File: src/rtl/fsa_pkg.sv
package fsa_pkg;
    localparam int FSA_FRAMES_DEF = 8;
    localparam int FSA_IP_W_DEF   = 16;
    localparam int FSA_CNT_W_DEF  = 4;
endpackage

File: src/rtl/fsa_free_stack.sv
module fsa_free_stack #(
    parameter int NUM_FRAMES = fsa_pkg::FSA_FRAMES_DEF
) (
    input  logic                          clk,
    input  logic                          rst_n,
    input  logic                          pop_i,
    input  logic                          push_i,
    input  logic [$clog2(NUM_FRAMES)-1:0] push_idx_i,
    output logic                          pop_ok_o,
    output logic [$clog2(NUM_FRAMES)-1:0] pop_idx_o
);
    localparam int FP_W = $clog2(NUM_FRAMES);
    localparam int SP_W = $clog2(NUM_FRAMES + 1);

    typedef struct packed {
        logic [NUM_FRAMES-1:0][FP_W-1:0] slot;
        logic [SP_W-1:0]                 sp;
    } stk_t;

    stk_t stk_d, stk_q;
    logic [FP_W-1:0] top_idx;
    logic [FP_W-1:0] put_idx;

    always_comb begin
        stk_d     = stk_q;
        pop_ok_o  = 1'b0;
        pop_idx_o = '0;
        top_idx   = FP_W'(stk_q.sp - 1'b1);
        put_idx   = FP_W'(stk_q.sp);
        if (pop_i && push_i) begin
            // index returned and taken in the same cycle bypasses the stack
            pop_ok_o  = 1'b1;
            pop_idx_o = push_idx_i;
        end else if (pop_i) begin
            if (stk_q.sp != '0) begin
                pop_ok_o  = 1'b1;
                pop_idx_o = stk_q.slot[top_idx];
                stk_d.sp  = stk_q.sp - 1'b1;
            end
        end else if (push_i && (stk_q.sp != SP_W'(NUM_FRAMES))) begin
            stk_d.slot[put_idx] = push_idx_i;
            stk_d.sp            = stk_q.sp + 1'b1;
        end
    end

    always_ff @(posedge clk or negedge rst_n) begin
        if (!rst_n) begin
            for (int i = 0; i < NUM_FRAMES; i++) begin
                stk_q.slot[i] <= FP_W'(NUM_FRAMES - 1 - i);
            end
            stk_q.sp <= SP_W'(NUM_FRAMES);
        end else begin
            stk_q <= stk_d;
        end
    end

    AST_NO_OVERFLOW: assert property (@(posedge clk) disable iff (!rst_n)
        stk_q.sp <= SP_W'(NUM_FRAMES));
endmodule

File: src/rtl/fsa_sync_table.sv
module fsa_sync_table #(
    parameter int NUM_FRAMES = fsa_pkg::FSA_FRAMES_DEF,
    parameter int IP_W       = fsa_pkg::FSA_IP_W_DEF,
    parameter int CNT_W      = fsa_pkg::FSA_CNT_W_DEF
) (
    input  logic                          clk,
    input  logic                          rst_n,
    input  logic                          wr_i,
    input  logic [$clog2(NUM_FRAMES)-1:0] wr_fp_i,
    input  logic [IP_W-1:0]               wr_ip_i,
    input  logic [CNT_W-1:0]              wr_cnt_i,
    input  logic                          clr_i,
    input  logic [$clog2(NUM_FRAMES)-1:0] clr_fp_i,
    input  logic                          dec_i,
    input  logic [$clog2(NUM_FRAMES)-1:0] dec_fp_i,
    output logic                          fire_o,
    output logic [$clog2(NUM_FRAMES)-1:0] fire_fp_o,
    output logic [IP_W-1:0]               fire_ip_o
);
    typedef struct packed {
        logic [NUM_FRAMES-1:0]            waiting;
        logic [NUM_FRAMES-1:0][CNT_W-1:0] cnt;
        logic [NUM_FRAMES-1:0][IP_W-1:0]  ip;
    } tbl_t;

    tbl_t tbl_d, tbl_q;

    always_comb begin
        tbl_d     = tbl_q;
        fire_o    = 1'b0;
        fire_fp_o = dec_fp_i;
        fire_ip_o = tbl_q.ip[dec_fp_i];
        if (dec_i && tbl_q.waiting[dec_fp_i]) begin
            tbl_d.cnt[dec_fp_i] = tbl_q.cnt[dec_fp_i] - 1'b1;
            if (tbl_q.cnt[dec_fp_i] == CNT_W'(1)) begin
                tbl_d.waiting[dec_fp_i] = 1'b0;
                fire_o                  = 1'b1;
            end
        end
        if (clr_i) begin
            tbl_d.waiting[clr_fp_i] = 1'b0;
        end
        if (wr_i) begin
            tbl_d.waiting[wr_fp_i] = (wr_cnt_i != '0);
            tbl_d.cnt[wr_fp_i]     = wr_cnt_i;
            tbl_d.ip[wr_fp_i]      = wr_ip_i;
        end
    end

    always_ff @(posedge clk or negedge rst_n) begin
        if (!rst_n) begin
            tbl_q <= '0;
        end else begin
            tbl_q <= tbl_d;
        end
    end

    for (genvar g = 0; g < NUM_FRAMES; g++) begin : g_chk
        AST_WAIT_NONZERO: assert property (@(posedge clk) disable iff (!rst_n)
            tbl_q.waiting[g] |-> (tbl_q.cnt[g] != '0));
    end
endmodule

File: src/rtl/fsa_event_fifo.sv
module fsa_event_fifo #(
    parameter int NUM_FRAMES = fsa_pkg::FSA_FRAMES_DEF,
    parameter int IP_W       = fsa_pkg::FSA_IP_W_DEF,
    parameter int DEPTH      = NUM_FRAMES
) (
    input  logic                          clk,
    input  logic                          rst_n,
    input  logic                          a_v_i,
    input  logic [$clog2(NUM_FRAMES)-1:0] a_fp_i,
    input  logic [IP_W-1:0]               a_ip_i,
    input  logic                          b_v_i,
    input  logic [$clog2(NUM_FRAMES)-1:0] b_fp_i,
    input  logic [IP_W-1:0]               b_ip_i,
    output logic                          ev_valid_o,
    output logic [$clog2(NUM_FRAMES)-1:0] ev_fp_o,
    output logic [IP_W-1:0]               ev_ip_o,
    input  logic                          ev_ready_i
);
    localparam int FP_W = $clog2(NUM_FRAMES);
    localparam int PW   = (DEPTH > 1) ? $clog2(DEPTH) : 1;
    localparam int CW   = $clog2(DEPTH + 1);

    typedef struct packed {
        logic [DEPTH-1:0][FP_W-1:0] fp;
        logic [DEPTH-1:0][IP_W-1:0] ip;
        logic [PW-1:0]              rp;
        logic [PW-1:0]              wp;
        logic [CW-1:0]              lvl;
    } fifo_t;

    fifo_t fq_d, fq_q;
    logic [CW-1:0] lvl;
    logic          drop;

    function automatic logic [PW-1:0] step(input logic [PW-1:0] p);
        return (p == PW'(DEPTH - 1)) ? '0 : p + 1'b1;
    endfunction

    always_comb begin
        fq_d = fq_q;
        drop = 1'b0;
        lvl  = fq_q.lvl;
        if ((fq_q.lvl != '0) && ev_ready_i) begin
            fq_d.rp = step(fq_q.rp);
            lvl     = lvl - 1'b1;
        end
        // delivery event enters ahead of the zero-count creation event
        if (a_v_i) begin
            if (lvl < CW'(DEPTH)) begin
                fq_d.fp[fq_d.wp] = a_fp_i;
                fq_d.ip[fq_d.wp] = a_ip_i;
                fq_d.wp          = step(fq_d.wp);
                lvl              = lvl + 1'b1;
            end else begin
                drop = 1'b1;
            end
        end
        if (b_v_i) begin
            if (lvl < CW'(DEPTH)) begin
                fq_d.fp[fq_d.wp] = b_fp_i;
                fq_d.ip[fq_d.wp] = b_ip_i;
                fq_d.wp          = step(fq_d.wp);
                lvl              = lvl + 1'b1;
            end else begin
                drop = 1'b1;
            end
        end
        fq_d.lvl = lvl;
    end

    always_ff @(posedge clk or negedge rst_n) begin
        if (!rst_n) begin
            fq_q <= '0;
        end else begin
            fq_q <= fq_d;
        end
    end

    assign ev_valid_o = (fq_q.lvl != '0);
    assign ev_fp_o    = fq_q.fp[fq_q.rp];
    assign ev_ip_o    = fq_q.ip[fq_q.rp];

    AST_NO_OVERFLOW: assert property (@(posedge clk) disable iff (!rst_n)
        !drop);
    AST_HEAD_HOLD: assert property (@(posedge clk) disable iff (!rst_n)
        (ev_valid_o && !ev_ready_i) |=> (ev_valid_o && $stable(ev_fp_o) && $stable(ev_ip_o)));
endmodule

File: src/rtl/frame_sync_alloc.sv
module frame_sync_alloc #(
    parameter int NUM_FRAMES = fsa_pkg::FSA_FRAMES_DEF,
    parameter int IP_W       = fsa_pkg::FSA_IP_W_DEF,
    parameter int CNT_W      = fsa_pkg::FSA_CNT_W_DEF,
    parameter int EV_DEPTH   = NUM_FRAMES
) (
    input  logic                          clk,
    input  logic                          rst_n,
    input  logic                          alloc_req_i,
    input  logic [IP_W-1:0]               alloc_ip_i,
    input  logic [CNT_W-1:0]              alloc_cnt_i,
    output logic                          alloc_done_o,
    output logic                          alloc_err_o,
    output logic [$clog2(NUM_FRAMES)-1:0] alloc_fp_o,
    input  logic                          free_req_i,
    input  logic [$clog2(NUM_FRAMES)-1:0] free_fp_i,
    input  logic                          dec_req_i,
    input  logic [$clog2(NUM_FRAMES)-1:0] dec_fp_i,
    output logic                          ev_valid_o,
    output logic [$clog2(NUM_FRAMES)-1:0] ev_fp_o,
    output logic [IP_W-1:0]               ev_ip_o,
    input  logic                          ev_ready_i
);
    localparam int FP_W = $clog2(NUM_FRAMES);

    typedef struct packed {
        logic             a_v;
        logic [IP_W-1:0]  a_ip;
        logic [CNT_W-1:0] a_cnt;
        logic             f_v;
        logic [FP_W-1:0]  f_fp;
        logic             done;
        logic             err;
        logic [FP_W-1:0]  fp;
    } pipe_t;

    pipe_t pp_d, pp_q;

    logic            pop_ok;
    logic [FP_W-1:0] pop_idx;
    logic            tbl_wr;
    logic            dec_fire;
    logic [FP_W-1:0] dec_fire_fp;
    logic [IP_W-1:0] dec_fire_ip;
    logic            zero_fire;

    fsa_free_stack #(.NUM_FRAMES(NUM_FRAMES)) u_stack (
        .clk        (clk),
        .rst_n      (rst_n),
        .pop_i      (pp_q.a_v),
        .push_i     (pp_q.f_v),
        .push_idx_i (pp_q.f_fp),
        .pop_ok_o   (pop_ok),
        .pop_idx_o  (pop_idx)
    );

    fsa_sync_table #(.NUM_FRAMES(NUM_FRAMES), .IP_W(IP_W), .CNT_W(CNT_W)) u_table (
        .clk       (clk),
        .rst_n     (rst_n),
        .wr_i      (tbl_wr),
        .wr_fp_i   (pop_idx),
        .wr_ip_i   (pp_q.a_ip),
        .wr_cnt_i  (pp_q.a_cnt),
        .clr_i     (pp_q.f_v),
        .clr_fp_i  (pp_q.f_fp),
        .dec_i     (dec_req_i),
        .dec_fp_i  (dec_fp_i),
        .fire_o    (dec_fire),
        .fire_fp_o (dec_fire_fp),
        .fire_ip_o (dec_fire_ip)
    );

    fsa_event_fifo #(.NUM_FRAMES(NUM_FRAMES), .IP_W(IP_W), .DEPTH(EV_DEPTH)) u_evq (
        .clk        (clk),
        .rst_n      (rst_n),
        .a_v_i      (dec_fire),
        .a_fp_i     (dec_fire_fp),
        .a_ip_i     (dec_fire_ip),
        .b_v_i      (zero_fire),
        .b_fp_i     (pop_idx),
        .b_ip_i     (pp_q.a_ip),
        .ev_valid_o (ev_valid_o),
        .ev_fp_o    (ev_fp_o),
        .ev_ip_o    (ev_ip_o),
        .ev_ready_i (ev_ready_i)
    );

    always_comb begin
        pp_d       = pp_q;
        pp_d.a_v   = alloc_req_i;
        pp_d.a_ip  = alloc_ip_i;
        pp_d.a_cnt = alloc_cnt_i;
        pp_d.f_v   = free_req_i;
        pp_d.f_fp  = free_fp_i;
        tbl_wr     = pp_q.a_v && pop_ok;
        zero_fire  = tbl_wr && (pp_q.a_cnt == '0);
        pp_d.done  = tbl_wr;
        pp_d.err   = pp_q.a_v && !pop_ok;
        if (tbl_wr) begin
            pp_d.fp = pop_idx;
        end
    end

    always_ff @(posedge clk or negedge rst_n) begin
        if (!rst_n) begin
            pp_q <= '0;
        end else begin
            pp_q <= pp_d;
        end
    end

    assign alloc_done_o = pp_q.done;
    assign alloc_err_o  = pp_q.err;
    assign alloc_fp_o   = pp_q.fp;

    AST_RESULT_LATENCY: assert property (@(posedge clk) disable iff (!rst_n)
        (alloc_done_o || alloc_err_o) |-> $past(alloc_req_i, 2));
    AST_DONE_ERR_EXCL: assert property (@(posedge clk) disable iff (!rst_n)
        !(alloc_done_o && alloc_err_o));
    AST_ZERO_ENABLE: assert property (@(posedge clk) disable iff (!rst_n)
        (alloc_done_o && ($past(alloc_cnt_i, 2) == '0)) |-> ev_valid_o);
endmodule

File: config.mk
export PLATFORM = sky130hd
export DESIGN_NAME = frame_sync_alloc
export DESIGN_NICKNAME = d
export VERILOG_FILES = /design/src/rtl/fsa_pkg.sv /design/src/rtl/fsa_free_stack.sv /design/src/rtl/fsa_sync_table.sv /design/src/rtl/fsa_event_fifo.sv /design/src/rtl/frame_sync_alloc.sv
export SDC_FILE = /design/constraint.sdc
export NUM_CORES = 1
export LEC_CHECK = 0
export BUFFER_PORTS_ARGS = -buffer_cell sky130_fd_sc_hd__buf_2
export CAP_MARGIN = 10
export CORE_AREA = 2 2 183 185
export CTS_CLUSTER_SIZE = 25
export DETAILED_ROUTE_END_ITERATION = 16
export DIE_AREA = 0 0 185 187
export PLACE_DENSITY = 0.77
export SLEW_MARGIN = 20
export SYNTH_ARGS = -nofsm -noshare
export SYNTH_HDL_FRONTEND = slang
export SYNTH_SLANG_ARGS = --single-unit
File: constraint.sdc
create_clock -name clk -period 11 [get_ports clk]
set_clock_uncertainty 0.2 [all_clocks]
set_input_delay 2.2 -clock clk [delete_from_list [all_inputs] [get_ports clk]]
set_output_delay 2.2 -clock clk [all_outputs]
set_load 0.1 [all_outputs]
== Word level (Yosys, flattened, before mapping) ==
Index checks and enable logic that the tools add are counted.

* Equality and inequality tests: 6
* Multiplexer cells: 74
* Bitwise operators: 6
* $add $sub $neg: 9
* Reduce and logical (&&, ||, !) cells: 21
* Magnitude comparators: 16

{| class="wikitable"
|+ Operators with widths
! kind !! count
|-
| two-way mux 152 bit || 4
|-
| bitwise mux 128 bit || 3
|-
| two-way mux 168 bit || 1
|-
| demux 16 bit (select 3 bit) || 3
|-
| binary-select mux 16 bit (select 3 bit) || 2
|-
| two-way mux 16 bit || 5
|-
| bitwise mux 24 bit || 3
|-
| bitwise mux 32 bit || 2
|-
| two-way mux 3 bit || 15
|-
| two-way mux 4 bit || 11
|-
| two-way mux 40 bit || 1
|-
| < comparator 3 x 4 -> 1 bit, second input constant || 8
|-
| demux 3 bit (select 3 bit) || 3
|-
| demux 4 bit (select 3 bit) || 2
|-
| binary-select mux 3 bit (select 3 bit) || 2
|-
| greater-or-equal comparator 3 x 1 -> 1 bit, second input constant || 6
|-
| bitwise AND 8 bit || 2
|-
| two-way mux 8 bit || 2
|-
| inverter 8 bit || 2
|-
| logical AND 1 bit || 13
|-
| adder 4 x 1 -> 4 bit, second input constant || 3
|-
| binary-select mux 4 bit (select 3 bit) || 1
|-
| nonzero test 4 bit || 3
|-
| subtractor 4 x 1 -> 4 bit, second input constant || 3
|-
| 15 further kinds || 32
|}

* Register bits after elaboration: 388
* Bits of input ports: 32

== Logic depth before layout (Yosys ltp) ==
* Depth in word-level cells: 13
* Mapped depth: 16
* Depth with buffers taken out: 12

== Cells and area by module ==
Synthesis repeated with hierarchy kept, for this count alone.

* Cells, all modules: 1718
* Area total of the unflattened synthesis: 19464.9 µm²

{| class="wikitable"
|+ By module, submodules not included
! module !! area an instance (µm²) !! seq. area each (µm²) !! cells each !! times used
|-
| fsa_event_fifo || 9137.5 || 4053.9 || 794 || 1
|-
| fsa_sync_table || 7955.1 || 4204.0 || 771 || 1
|-
| fsa_free_stack || 1534.0 || 716.9 || 112 || 1
|-
| frame_sync_alloc || 838.3 || 750.7 || 41 || 1
|}

== Worst setup path before layout ==
OpenSTA, ideal clock, no wires.

* Path type: input to register
* Start point: in dec_fp_i[2]
* End point: reg u_evq.fq_q[2] (netlist bit)
* Setup slack: 4796 ps
* Data required time: 10666 ps
* Stages on the path: 14
* Arrival time: 5870 ps
* Cells stage by stage: buf_2 -> buf_1 -> mux2_1 -> a221o_1 -> a222oi_1 -> ha_1 -> nand4b_4 -> buf_2 -> buf_2 -> nor3_2 -> mux2_2 -> ha_1 -> o211ai_1 -> xnor3_1

{| class="wikitable"
|+ RTL lines
! item !! line !! text
|-
| start, declared || frame_sync_alloc.sv:18 || <nowiki>input logic [$clog2(NUM_FRAMES)-1:0] dec_fp_i,</nowiki>
|-
| end signal, assigned || fsa_event_fifo.sv:75 || <nowiki>fq_q <= fq_d;</nowiki>
|-
| end, declared || fsa_event_fifo.sv:31 || <nowiki>fifo_t fq_d, fq_q;</nowiki>
|}

==> results.ini <==
[synthesis]
synth_area_per_cell_um2 = 11.7
postSynthNetCount = 1698
yosysWarningCount = 0
synth-seq-cells = 388
asyncSetResetFlopFracSynth_pct = 100
synthesis.area_mm2 = 0.0194
dominantRegCellSynth = sky130_fd_sc_hd__dfrtp_1
synthCells = 1655
synth_enable_flop_cells = 0
seq_area_frac_synth_pct = 50.0
netlist-cell-type-count = 68

[floorplan]
ioPinCount = 57
die_w_um = 185
core_mm2 = 0.0329
initial_core_util_pct = 59.1
rows = 67
die-area_mm2 = 0.0346
fp.dieH_um = 187

[clocking]
cts-root-buf = sky130_fd_sc_hd__clkbuf_16
cts-buffers-inserted = 43
cts_max_level = 2
cts-hold-fix-buffers = 0
post_cts_resized = 0
clock_path_buffers = 3
clk_latency_ns = 0.54
post_cts.repair.setup_buffers = 0
tritoncts = yes
numClockSinks = 388
worst_setup_hold_path_clk_slew_ns = 0.06

[timing]
max_freq_mhz = 149
min_tclk_post_route_ns = 6.71
rsz0062_at_grt = false
timing.setup.tns_ns = 0
final-max-slew-violation-count = 0
hold_viol = 0
setup_viol_count_final = 0
timing_worst_slew_pin_value_ns = 1.05
fin_crit_sh_pct = 61.0
layout_setup_ws_ns = 4.29
max_slew_margin_pct = 30.3

[drt]
vias_per_instance = 6.42
drtPass1Iterations = 8
via_count = 13621
final_antenna_violating_net_count = 0
drc = 0
routed_length_per_placed_instance_um = 22.8
drt_iter0_markers = 1275
totalWireLength_um = 48300

[pwr]
sw_frac_of_total_pct = 36.1
power.share.clock_pct = 27.4
internal_power_component_mw = 3.43
part_of_the_total_power_dissipated_in_combinational_logic_pct = 32.1
worst_ir_drop_vdd_v = 0.000134
pwr_density_cell_mw_per_mm2 = 250
power_frac_seq_pct = 40.5
net-switching-power_mw = 1.94
cell_leakage_power_nw = 9.22

[place]
hpwl_um = 29200
place.gp.congestion = 0.874
io_buffers = 56
setup_slack_at_placement_ns = 3.86

[setup_path]
worst-r2r-setup-slack_ns = 6.26
timing.critical_path.to_type = register
crit_type = primary input to register
crit_path_start_kind = primary input
worst-r2r-cell-count = 9
worstPathRequired_ns = 11.24
crit_path_max_fanout = 30
timing.critical_path.arrival_ns = 6.95

[global_routing]
antenna_found_initial = 1
groute.usage.overall_pct = 28.3
global_route_wire_length_before_repair_um = 76700
maximum_number_of_pins_on_one_net_before_global_route_repair = 158
vias_in_the_first_global_route = 13830
grt_remaining_overflow = 0

[run]
max_cap_violations = 0

[finish]
areaGrowthSynthToFinish_pct = 10.5
post_route_cells_drive_above_1_share_pct = 19.7
finalNetCount = 1683
final_common_cell = sky130_fd_sc_hd__dfrtp_1
layout_common_cells = sky130_fd_sc_hd__dfrtp_1, sky130_fd_sc_hd__mux2i_1, sky130_fd_sc_hd__nand2_1

[status]
run_status = finished, final reports clean

[worst_hold_path]
hold_path.class = register to register
hold_depth = 2

[synthesized netlist by cell type, types with 7 or more instances]
master,count,area (um^2)
sky130_fd_sc_hd__dfrtp_1,375,9380
sky130_fd_sc_hd__mux2i_1,322,3220
sky130_fd_sc_hd__nand2_1,160,601
sky130_fd_sc_hd__o21ai_0,140,701
sky130_fd_sc_hd__clkbuf_1,98,368
sky130_fd_sc_hd__mux2_2,77,867
sky130_fd_sc_hd__a22oi_1,66,495
sky130_fd_sc_hd__mux4_2,48,1080
sky130_fd_sc_hd__nor2_1,42,158
sky130_fd_sc_hd__buf_4,28,210
sky130_fd_sc_hd__inv_1,28,105
sky130_fd_sc_hd__nand4_1,28,175
sky130_fd_sc_hd__a21oi_1,27,135
sky130_fd_sc_hd__dfstp_2,13,342
sky130_fd_sc_hd__nand3_1,13,65.1
sky130_fd_sc_hd__a31oi_1,12,75.1
sky130_fd_sc_hd__ha_1,11,138
sky130_fd_sc_hd__nor2b_1,11,68.8
sky130_fd_sc_hd__buf_1,10,37.5
sky130_fd_sc_hd__buf_2,10,50.1
sky130_fd_sc_hd__nor4_1,10,62.6
sky130_fd_sc_hd__or4_1,8,60.1
sky130_fd_sc_hd__buf_6,7,78.8
sky130_fd_sc_hd__o2111ai_1,7,61.3
[power groups by stage]
stage                     combinational [mW]  sequential, mW  clock (mW)
final                                   1.73            2.18        1.47
after detailed placement                1.71            2.18           0
after floorplan                         1.37            2.07           0
after global routing                    1.87            2.22        1.55
after CTS                               1.72            2.16        1.49
after global placement                  1.65            2.16           0
[logic make-up after synthesis]
family | Yosys count | synth area share, %
adders and majority gates | 11 | 0.708
muxes | 450 | 26.8
DFF | 388 | 50.0
buffers and inverters | 181 | 4.37
xor gates and xnor gates | 13 | 0.657
and+or+nand+nor | 318 | 8.00
AOI/OAI and AO/OA | 294 | 9.41
[metrics by stage]
stage / std cells / hold WS, ns / total power [mW] / util, % / cell area (um^2)
2_1_floorplan: 1655 / 0.248 / 3.44 / - / 19400
3_3_place_gp: 2043 / 0.257 / 3.82 / 60.8 / 20000
3_5_place_dp: 2043 / 0.258 / 3.89 / 60.8 / 20000
4_1_cts: 2120 / 0.272 / 5.37 / 65.3 / 21500
5_1_grt: 2121 / 0.302 / 5.65 / 65.3 / 21500
6_report: 2121 / 0.271 / 5.37 / 65.3 / 21500
[registers in the layout, indices dropped and copies added, names as in the netlist]
signal           count
alloc_done_o         1
alloc_err_o          1
alloc_fp_o           3
pp_q                25
u_evq.fq_q         162
u_stack.put_idx      3
u_stack.stk_q       25
u_table.tbl_q      168
[layout make-up]
class                   instances  area, um^2
clock buffers                  61        1290
inverters                      28         105
well taps                     448         561
repair buffers                 93         581
flip-flops and latches        388        9730
multi-input cells            1086        9010
diodes                          1        2.50
clock inverters                16         189
fillers                      2461       11400
[layer usage]
| layer | global-route usage, % | wire length (um) | up-vias |
|---|---|---|---|
| met5 | 0 | 0 | - |
| met4 | 8.64 | 1320 | 0 |
| met3 | 4.48 | 2950 | 102 |
| met2 | 46.3 | 23400 | 538 |
| met1 | 39.2 | 20700 | 6964 |
| li1 | - | - | 6017 |
[critical path, cell delays in order]
cell and delay, ns:
sky130_fd_sc_hd__buf_2 0.52, sky130_fd_sc_hd__and3b_1 0.57, sky130_fd_sc_hd__a222oi_1 0.69, sky130_fd_sc_hd__ha_1 0.34, sky130_fd_sc_hd__and4b_1 0.51, sky130_fd_sc_hd__nand4_1 0.50
sky130_fd_sc_hd__a221oi_4 1.01, sky130_fd_sc_hd__buf_4 0.37, sky130_fd_sc_hd__mux2i_1 0.23
[worst paths after layout]
| check | start | end |
|---|---|---|
| min in group asynchronous | rst_n | u_evq.fq_q[37] |
| setup reg to reg | u_table.tbl_q[133] | u_evq.fq_q[117] |
| max in group asynchronous | rst_n | u_evq.fq_q[157] |
| hold / removal | alloc_fp_o[1] | alloc_fp_o[1] |
| setup / recovery | dec_fp_i[2] | u_evq.fq_q[117] |
| hold reg to reg | alloc_fp_o[1] | alloc_fp_o[1] |
Power figures use the tool's default switching activity.
